## src/rtl/mpb_pkg.sv

```systemverilog
package mpb_pkg;
  typedef enum logic [2:0] {
    RK_NONE,
    RK_LOW,
    RK_HIGH,
    RK_PAGE,
    RK_VOID
  } rd_kind_t;
endpackage

```

## src/rtl/mpb_decode.sv

```systemverilog
module mpb_decode #(
  parameter int PHY_W    = 5,
  parameter int REG_W    = 5,
  parameter int PAGE_W   = 10,
  parameter int ADDR_W   = 32,
  parameter logic [4:0] PAGE_PHY = 5'h18,
  parameter logic [4:0] WIN_PHY  = 5'h10
) (
  input  logic [PHY_W-1:0]  phy,
  input  logic [REG_W-1:0]  regnum,
  input  logic [PAGE_W-1:0] page_q,
  output logic              is_page,
  output logic              is_win,
  output logic              hi_half,
  output logic [ADDR_W-1:0] word_addr
);
  localparam int SEL_W  = 3;
  localparam int OFF_W  = REG_W - 1;
  localparam int USED_W = PAGE_W + SEL_W + OFF_W + 2;

  assign is_page = (phy == PAGE_PHY[PHY_W-1:0]) && (regnum == '0);
  assign is_win  = (phy[PHY_W-1:SEL_W] == WIN_PHY[PHY_W-1:SEL_W]);
  assign hi_half = regnum[0];

  generate
    if (ADDR_W > USED_W) begin : g_pad
      assign word_addr = {{(ADDR_W-USED_W){1'b0}}, page_q, phy[SEL_W-1:0],
                          regnum[REG_W-1:1], 2'b00};
    end else begin : g_exact
      assign word_addr = {page_q, phy[SEL_W-1:0], regnum[REG_W-1:1], 2'b00};
    end
  endgenerate
endmodule

```

## src/rtl/mpb_page_reg.sv

```systemverilog
module mpb_page_reg #(
  parameter int PAGE_W = 10
) (
  input  logic              clk,
  input  logic              rst,
  input  logic              load_en,
  input  logic [PAGE_W-1:0] load_data,
  output logic [PAGE_W-1:0] page_q
);
  always_ff @(posedge clk) begin
    if (rst)          page_q <= '0;
    else if (load_en) page_q <= load_data;
  end


  page_only_by_load_chk: assert property (@(posedge clk) disable iff (rst)
    !$stable(page_q) |-> $past(load_en));
endmodule

```

## src/rtl/mpb_word_port.sv

```systemverilog
module mpb_word_port
  import mpb_pkg::*;
#(
  parameter int HALF_W = 16,
  parameter int ADDR_W = 32,
  parameter int PAGE_W = 10
) (
  input  logic                clk,
  input  logic                rst,
  input  logic                acc_valid,
  input  logic                acc_write,
  input  logic                is_page,
  input  logic                is_win,
  input  logic                hi_half,
  input  logic [ADDR_W-1:0]   word_addr,
  input  logic [HALF_W-1:0]   wr_half,
  input  logic [PAGE_W-1:0]   page_q,
  output logic [ADDR_W-1:0]   bus_addr,
  output logic [2*HALF_W-1:0] bus_wdata,
  output logic                bus_wr,
  output logic                bus_rd,
  input  logic [2*HALF_W-1:0] bus_rdata,
  output logic                rsp_valid,
  output logic [HALF_W-1:0]   rsp_data
);
  localparam int WORD_W = 2 * HALF_W;

  logic [HALF_W-1:0] stage_lo;
  logic [HALF_W-1:0] cap_hi;
  rd_kind_t          pend;

  always_ff @(posedge clk) begin
    if (rst) begin
      stage_lo  <= '0;
      cap_hi    <= '0;
      pend      <= RK_NONE;
      bus_addr  <= '0;
      bus_wdata <= '0;
      bus_wr    <= 1'b0;
      bus_rd    <= 1'b0;
      rsp_valid <= 1'b0;
      rsp_data  <= '0;
    end else begin
      bus_wr    <= 1'b0;
      bus_rd    <= 1'b0;
      rsp_valid <= (pend != RK_NONE);
      case (pend)
        RK_LOW: begin
          rsp_data <= bus_rdata[HALF_W-1:0];
          cap_hi   <= bus_rdata[WORD_W-1:HALF_W];
        end
        RK_HIGH: rsp_data <= cap_hi;
        RK_PAGE: rsp_data <= {{(HALF_W-PAGE_W){1'b0}}, page_q};
        RK_VOID: rsp_data <= '1;
        default: ;
      endcase
      pend <= RK_NONE;
      if (acc_valid) begin
        if (acc_write) begin
          if (is_win && !hi_half) stage_lo <= wr_half;
          if (is_win && hi_half) begin
            bus_wr    <= 1'b1;
            bus_addr  <= word_addr;
            bus_wdata <= {wr_half, stage_lo};
          end
        end else if (is_win && !hi_half) begin
          bus_rd   <= 1'b1;
          bus_addr <= word_addr;
          pend     <= RK_LOW;
        end else if (is_win) begin
          pend <= RK_HIGH;
        end else if (is_page) begin
          pend <= RK_PAGE;
        end else begin
          pend <= RK_VOID;
        end
      end
    end
  end


  strobe_excl_chk: assert property (@(posedge clk) disable iff (rst)
    !(bus_wr && bus_rd));

  wr_from_high_chk: assert property (@(posedge clk) disable iff (rst)
    bus_wr |-> $past(acc_valid && acc_write && is_win && hi_half));

  rd_from_low_chk: assert property (@(posedge clk) disable iff (rst)
    bus_rd |-> $past(acc_valid && !acc_write && is_win && !hi_half));

  no_strobe_low_wr_chk: assert property (@(posedge clk) disable iff (rst)
    (acc_valid && acc_write && is_win && !hi_half) |=> !bus_wr && !bus_rd);
endmodule

```

## src/rtl/mdio_page_bridge.sv

```systemverilog
module mdio_page_bridge #(
  parameter int PHY_W  = 5,
  parameter int REG_W  = 5,
  parameter int HALF_W = 16,
  parameter int PAGE_W = 10,
  parameter int ADDR_W = 32
) (
  input  logic                clk,
  input  logic                rst,
  input  logic                mdio_valid,
  input  logic                mdio_write,
  input  logic [PHY_W-1:0]    mdio_phy,
  input  logic [REG_W-1:0]    mdio_reg,
  input  logic [HALF_W-1:0]   mdio_wdata,
  output logic                mdio_rvalid,
  output logic [HALF_W-1:0]   mdio_rdata,
  output logic [ADDR_W-1:0]   bus_addr,
  output logic [2*HALF_W-1:0] bus_wdata,
  output logic                bus_wr,
  output logic                bus_rd,
  input  logic [2*HALF_W-1:0] bus_rdata
);
  logic [PAGE_W-1:0] page_q;
  logic              is_page, is_win, hi_half;
  logic [ADDR_W-1:0] word_addr;
  logic              page_load;

  mpb_decode #(
    .PHY_W(PHY_W), .REG_W(REG_W), .PAGE_W(PAGE_W), .ADDR_W(ADDR_W)
  ) u_decode (
    .phy(mdio_phy), .regnum(mdio_reg), .page_q(page_q),
    .is_page(is_page), .is_win(is_win), .hi_half(hi_half),
    .word_addr(word_addr)
  );

  assign page_load = mdio_valid && mdio_write && is_page;

  mpb_page_reg #(.PAGE_W(PAGE_W)) u_page (
    .clk(clk), .rst(rst), .load_en(page_load),
    .load_data(mdio_wdata[PAGE_W-1:0]), .page_q(page_q)
  );

  mpb_word_port #(.HALF_W(HALF_W), .ADDR_W(ADDR_W), .PAGE_W(PAGE_W)) u_port (
    .clk(clk), .rst(rst), .acc_valid(mdio_valid), .acc_write(mdio_write),
    .is_page(is_page), .is_win(is_win), .hi_half(hi_half),
    .word_addr(word_addr), .wr_half(mdio_wdata), .page_q(page_q),
    .bus_addr(bus_addr), .bus_wdata(bus_wdata), .bus_wr(bus_wr),
    .bus_rd(bus_rd), .bus_rdata(bus_rdata),
    .rsp_valid(mdio_rvalid), .rsp_data(mdio_rdata)
  );


  rsp_latency_chk: assert property (@(posedge clk) disable iff (rst)
    mdio_rvalid |-> $past(mdio_valid && !mdio_write, 2));

  addr_align_chk: assert property (@(posedge clk) disable iff (rst)
    (bus_wr || bus_rd) |-> (bus_addr[1:0] == 2'b00));

  void_no_strobe_chk: assert property (@(posedge clk) disable iff (rst)
    (mdio_valid && !is_win) |=> !bus_wr && !bus_rd);
endmodule

```

## config.mk

```make
export PLATFORM = sky130hd
export DESIGN_NAME = mdio_page_bridge
export DESIGN_NICKNAME = d
export VERILOG_FILES = /design/src/rtl/mpb_pkg.sv /design/src/rtl/mpb_decode.sv /design/src/rtl/mpb_page_reg.sv /design/src/rtl/mpb_word_port.sv /design/src/rtl/mdio_page_bridge.sv
export SDC_FILE = /design/constraint.sdc
export NUM_CORES = 1
export LEC_CHECK = 0
export ABC_CLOCK_PERIOD_IN_PS = 4100
export BUFFER_PORTS_ARGS = -buffer_cell sky130_fd_sc_hd__buf_2
export CORE_UTILIZATION = 57
export CTS_CLUSTER_DIAMETER = 120
export DETAILED_ROUTE_END_ITERATION = 8
export PLACE_DENSITY = 0.83
export SETUP_SLACK_MARGIN = 0.02
export SLEW_MARGIN = 20
export SYNTH_ARGS = -nofsm -noshare
export SYNTH_HDL_FRONTEND = slang
export SYNTH_HIERARCHICAL = 1
export SYNTH_SLANG_ARGS = --single-unit
```

## constraint.sdc

```tcl
create_clock -name clk -period 4.1 [get_ports clk]
set_input_delay 0.82 -clock clk [delete_from_list [all_inputs] [get_ports clk]]
set_output_delay 0.82 -clock clk [all_outputs]
set_load 0.01 [all_outputs]
```

==> impl_metrics.json, run 1 <==
{
  "die_w_um": 99.91,
  "tightest_slew_ns": 1.019,
  "run_status": "finished clean",
  "ir_drop_uv": 239.1,
  "worst-path-stages": 4,
  "rr_worst_depth": 3,
  "final_nets": 797,
  "grt_pass1_vias": 4181,
  "p_per_area_mw_per_mm2": 449.2,
  "power.total_mw": 2.930,
  "yosysUniqueCellTypes": 35,
  "post_cts.repair.setup_buffers": 0,
  "cts_root_buf": "clkbuf_8",
  "multi_input_area_mm2": 0.002431,
  "synthesis.area_mm2": 0.005464,
  "drv_cap": 0,
  "hold_path.class": "flop to flop",
  "cp-start-kind": "input pin",
  "p_int_mw": 2.227,
  "vias": 4535,
  "r2r-start": "u_port/pend[0]$_SDFF_PP0_",
  "io-pin-count": 145,
  "cts_sinks": 128,
  "place_hpwl_um": 8050,
  "cts_buffers": 17,
  "synthFlopType": "dfxtp_1",
  "swShare_pct": 23.99,
  "yosysWarnings": 6,
  "die-height_um": 99.91,
  "fp-row-count": 35,
  "path_buf_inv": 1,
  "synth_commonest_cells": "nand2_1 (130), dfxtp_1 (128), a21oi_1 (75)",
  "fmax_mhz": 467.2,
  "io_buffers": 144,
  "cp-end-kind": "flop",
  "syn_avg_cell_area_um2": 8.605,
  "holdPathEnd": "u_port/bus_wdata[25]$_SDFFE_PP0P_",
  "nFillCells": 753,
  "comb_power_share_pct": 5.6,
  "synth_edf_count": 0,
  "critPathKind": "input pin to flop",
  "regArea_mm2": 0.002562,
  "initial_core_util_pct": 58.85,
  "rsz0062_at_grt": "false",
  "coreArea_mm2": 0.009284,
  "arrival_ns": 2.57,
  "fin_skew_ns": 0.007178,
  "first_pass_iters": 5,
  "fin_tns_setup_ns": 0,
  "tritoncts": "built",
  "cts_resized": 0,
  "drt-total-wl_um": 12150,
  "critical_path.reg2reg.endpoint": "u_port/rsp_data[1]$_SDFFE_PP0P_",
  "relSlewSlack_pct": 32.05,
  "hold_viol": 0,
  "clock_latency_ns": 0.51,
  "antenna_found_initial": 0,
  "grt_pass1_wl_um": 19420,
  "cp_top_family": "simple AND/OR/NAND/NOR gates",
  "overflow": 0,
  "clkPwrFrac_pct": 50.7,
  "die_area_mm2": 0.009981,
  "setup_viol": 0,
  "wl_per_cell_um": 13.86,
  "slowest_stage": "and3_2",
  "cellLeakagePower_nw": 2.694,
  "post-synth-top-count-cell": "nand2_1",
  "async_reset_ff_share_pct": 0,
  "power.switching_uw": 703.1,
  "reg2reg_slack_ns": 1.97,
  "clock_path_buffers": 2,
  "hold-path-cell-count": 2,
  "synthTopCellsByArea": "dfxtp_1 (47%), nand2_1 (8.9%), mux2i_1 (7.7%), nand2b_1 (7.6%), a21oi_1 (6.9%)",
  "cp_cell_sequence": "buf_2 > nor2b_1 > and3_2 > mux2i_1",
  "track_usage_pct": 24.41,
  "postRouteAntennaNets": 0,
  "gp_congestion": 0.8237,
  "clkTransAtPathRegs_ns": 0.06,
  "synth_top_cell_by_area": "dfxtp_1",
  "hold_ws_ns": 0.4525,
  "drv_slew": 0,
  "synthCells": 635,
  "drc_errors": 0,
  "finalCritPeriodShare_pct": 52.20,
  "antenna_cells": 0,
  "drtIter0Drc": 227,
  "grt_max_degree": 127,
  "power_frac_seq_pct": 43.7,
  "yosys.area.top_type_share_pct": 46.90,
  "htreeDepth": 4,
  "ys_ff_latch": 128,
  "cp_max_fo": 32,
  "viasPerCell": 5.171,
  "period_minus_slack_ns": 2.140,
  "required_ns": 4.53,
  "yosysSeqAreaShare_pct": 46.90,
  "drive_gt1_share_pct": 25.40,
  "cts_hold_buf": 0,
  "hold_path_startpoint": "u_port/bus_wdata[25]$_SDFFE_PP0P_",
  "max_stage_delay_ns": 0.93,
  "layout-area-overhead-vs-synth_pct": 19.40
}
## worst reg2reg max path: cells and delay by family, from the launching register on
kind             cells  cell delay, ns
DFF                  1            0.91
and+or+nand+nor      3            1.05
## per-layer routing
metal	track usage, %	wire, µm	up-vias
met1	29.95	5330	2098
met4	9.955	199	0
li1	-	-	2260
met2	42.07	5957	160
met5	0	0	-
met3	4.735	666	17
## cells by family (layout without fill, tap and decap cells)
group           count (synthesis)  after routing  share of synthesized area (%)
other cells                     1             15                        0.06863
buf+inv                        87            186                          9.618
mux                            43             43                          8.106
xor+xnor                        1              1                         0.1603
compound gates                 98             98                          9.984
flops                         128            128                          46.90
simple gates                  277            277                          25.17
## state kept, by name, indices dropped and copies added (netlist names)
signal and count:
u_port/bus_addr 32, u_port/bus_wdata 32, u_port/cap_hi 16, u_port/rsp_data 16
u_port/stage_lo 16, u_page/page_q 10, u_port/pend 3, u_port/bus_rd 1
u_port/bus_wr 1, u_port/rsp_valid 1
## worst max-delay path by stage
| stage | startpoint | to |
|---|---|---|
| floorplan | mdio_phy[1] | u_page/page_q[0]$_SDFFE_PP0P_ |
| global placement | mdio_phy[3] | u_port/bus_wdata[31]$_SDFFE_PP0P_ |
| detailed placement | mdio_phy[3] | u_port/bus_wdata[31]$_SDFFE_PP0P_ |
| CTS | mdio_phy[3] | u_port/bus_wdata[1]$_SDFFE_PP0P_ |
| global route | mdio_phy[4] | u_port/bus_addr[11]$_SDFFE_PP0P_ |
| finish | mdio_phy[3] | u_port/bus_addr[4]$_SDFFE_PP0P_ |
## power by group through the flow
stage	Clock (mW)	Sequential [mW]	Combinational [mW]
finish	1.49	1.28	0.165
global route	1.56	1.28	0.180
CTS	1.50	1.28	0.164
detailed placement	0	1.31	0.163
global placement	0	1.31	0.158
floorplan	0	1.31	0.106
## final cells by class
cell class	instances	area share [%]
flip-flops and latches	128	39.28
multi-input cells	434	37.27
repair buffers	148	11.55
clock buffers	18	6.406
clock inverters	14	2.685
well taps	129	2.474
inverters	6	0.3452
## metrics by stage
stage	cells	worst slack (ns)	util, %	cell area (µm²)
4_1_cts	877	1.803	70.26	6523
2_1_floorplan	649	2.125	-	5517
6_report	877	1.960	70.27	6524
3_3_place_gp	845	1.433	63.87	5929
3_5_place_dp	845	1.342	63.87	5929
5_1_grt	877	1.768	70.27	6524
## cells in the final DEF (no fill, tap or decap), types with 3 or more instances in the layout
cell type / count
o221a_2: 6
nand3b_1: 9
or3_1: 9
buf_4: 5
nand2_1: 130
nand2b_1: 66
dfxtp_1: 128
buf_2: 143
nor4_1: 10
o21ai_0: 6
inv_6: 4
clkbuf_16: 16
clkinv_4: 6
a21oi_1: 75
nor2_1: 32
mux2i_1: 42
nor3_1: 3
conb_1: 15
o22ai_1: 9
inv_1: 6
nor3b_1: 6
Note: power is estimated with default switching activity, not from simulation.
==> run 2: changes to the inputs <==
Settings changed: ABC_CLOCK_PERIOD_IN_PS 4100 to 1950, CORE_UTILIZATION 57 to 48, PLACE_DENSITY 0.83 to 0.75.
Clock period 4.1 ns to 1.95 ns, I/O delays scaled along.
==> run 2 against run 1 <==
Net effect: non-clock buffer count grew 11; worst hold slack lost 0.23 ns; largest cell class unchanged; cell count grew 2.4%; worst setup slack lost 1.7 ns; core utilization shrank 9.3 points.
==> impl_metrics.json, run 2 (synthesis results as in run 1) <==
{
  "run_status": "finished clean",
  "vias": 4492,
  "reg.largest.list": "u_port/bus_addr (32), u_port/bus_wdata (32)",
  "p_per_area_mw_per_mm2": 933.0,
  "fin_skew_ns": 0.004376,
  "track_usage_pct": 21.53,
  "hold_path_startpoint": "bus_rdata[26]",
  "antenna_found_initial": 0,
  "hold_path.class": "input pin to flop",
  "mostFrequentLayoutCells": "buf_2 (143), nand2_1 (130), dfxtp_1 (128), a21oi_1 (75), nand2b_1 (66)",
  "relSlewSlack_pct": 47.66,
  "grt_pass1_wl_um": 19670,
  "cts_hold_buf": 0,
  "cp-end-kind": "flop",
  "tightest_slew_ns": 0.7851,
  "critPathKind": "flop to flop",
  "die_area_mm2": 0.01181,
  "clock_latency_ns": 0.40,
  "hold_ws_ns": 0.2247,
  "drv_cap": 0,
  "drt-total-wl_um": 12150,
  "fin_tns_setup_ns": 0,
  "antenna_cells": 0,
  "slowest_stage": "or3b_1",
  "cellLeakagePower_nw": 2.771,
  "tritoncts": "built",
  "critical_path.reg2reg.endpoint": "u_port/rsp_data[0]$_SDFFE_PP0P_",
  "required_ns": 2.24,
  "place_worst_setup_slack_ns": 0.09108,
  "layout-area-overhead-vs-synth_pct": 22.49,
  "finish.utilization_pct": 60.94,
  "clkTransAtPathRegs_ns": 0.06,
  "fin_area_mm2": 0.006693,
  "wl_per_cell_um": 13.53,
  "cts_buffers": 17,
  "gp_congestion": 0.8348,
  "hold_viol": 0,
  "cts_resized": 0,
  "cts_sinks": 128,
  "final_cells": 898,
  "post_cts.repair.setup_buffers": 0,
  "max_stage_delay_ns": 0.72,
  "drv_slew": 0,
  "place_hpwl_um": 8475,
  "drive_gt1_share_pct": 26.39,
  "fp-row-count": 38,
  "die-height_um": 108.7,
  "setup_viol": 0,
  "die_w_um": 108.7,
  "startpoint": "u_port/pend[0]$_SDFF_PP0_",
  "cp_max_fo": 25,
  "comb_power_share_pct": 5.8,
  "clock_path_buffers": 2,
  "grt_max_degree": 57,
  "cts_root_buf": "clkbuf_16",
  "arrival_ns": 1.95,
  "ir_drop_uv": 545.5,
  "cp_cell_sequence": "or3b_1 > nor2_1 > nor4_1",
  "path_buf_inv": 0,
  "final_nets": 808,
  "dpl_cell_area_mm2": 0.006088,
  "clkPwrFrac_pct": 51.1,
  "cp_top_family": "simple AND/OR/NAND/NOR gates",
  "p_int_mw": 4.925,
  "rr_worst_depth": 3,
  "worst_slack_ns": 0.2857,
  "drtIter0Drc": 268,
  "overflow": 0,
  "swShare_pct": 21.13,
  "htreeDepth": 4,
  "power.total_mw": 6.244,
  "holdPathEnd": "u_port/cap_hi[10]$_SDFFE_PP0N_",
  "postRouteAntennaNets": 0,
  "power.switching_mw": 1.319,
  "finalCritPeriodShare_pct": 85.35,
  "cp-start-kind": "flop",
  "period_minus_slack_ns": 1.664,
  "coreArea_mm2": 0.01098,
  "dpl.cell_count": 867,
  "rsz0062_at_grt": "false",
  "power_frac_seq_pct": 43.1,
  "viasPerCell": 5.002,
  "grt_pass1_vias": 4167,
  "layout_commonest_cell": "buf_2",
  "r2r-start": "u_port/pend[0]$_SDFF_PP0_",
  "io-pin-count": 145,
  "reg2reg_slack_ns": 0.29,
  "drc_errors": 0,
  "fmax_mhz": 600.9,
  "initial_core_util_pct": 49.75,
  "hold-path-cell-count": 3,
  "first_pass_iters": 4,
  "io_buffers": 144
}
-- run 2: worst register-to-register path, cell delays in order (launching register included) --
cell and delay, ns:
dfxtp_1 0.50, or3b_1 0.73, nor2_1 0.25, nor4_1 0.08
-- run 2: layout make-up --
type	count	area (µm²)
clock buffers	20	466.7
clock inverters	11	137.6
fillers	941	4290
inverters	6	22.52
multi-input cells	434	2430
flip-flops and latches	128	2562
well taps	140	175.2
repair buffers	159	898.4
-- run 2: worst max path at each step --
stage | end | slack (ns) | cells after the start
global placement | u_page/page_q[8]$_SDFFE_PP0P_ | 0.18 | 7
global route | u_port/rsp_data[3]$_SDFFE_PP0P_ | 0.10 | 3
detailed placement | u_page/page_q[1]$_SDFFE_PP0P_ | 0.09 | 7
floorplan | u_page/page_q[0]$_SDFFE_PP0P_ | 0.40 | 6
finish | u_port/rsp_data[0]$_SDFFE_PP0P_ | 0.29 | 3
CTS | u_port/rsp_data[0]$_SDFFE_PP0P_ | 0.30 | 3
-- run 2: layer usage --
metal	routed length (µm)	GRT usage [%]	part of all wire (%)	up-vias
li1	-	-	-	2279
met1	5307	25.97	44	2066
met2	6050	36.44	50	125
met3	564	5.320	4.6	22
met4	232	9.170	1.9	0
met5	0	0	0	-
-- run 2: power groups by stage --
stage	Combinational, mW	Sequential (mW)	Clock, mW
floorplan	0.223	2.76	0
global placement	0.355	2.74	0
detailed placement	0.363	2.75	0
CTS	0.365	2.69	3.25
global route	0.401	2.69	3.37
finish	0.364	2.69	3.19
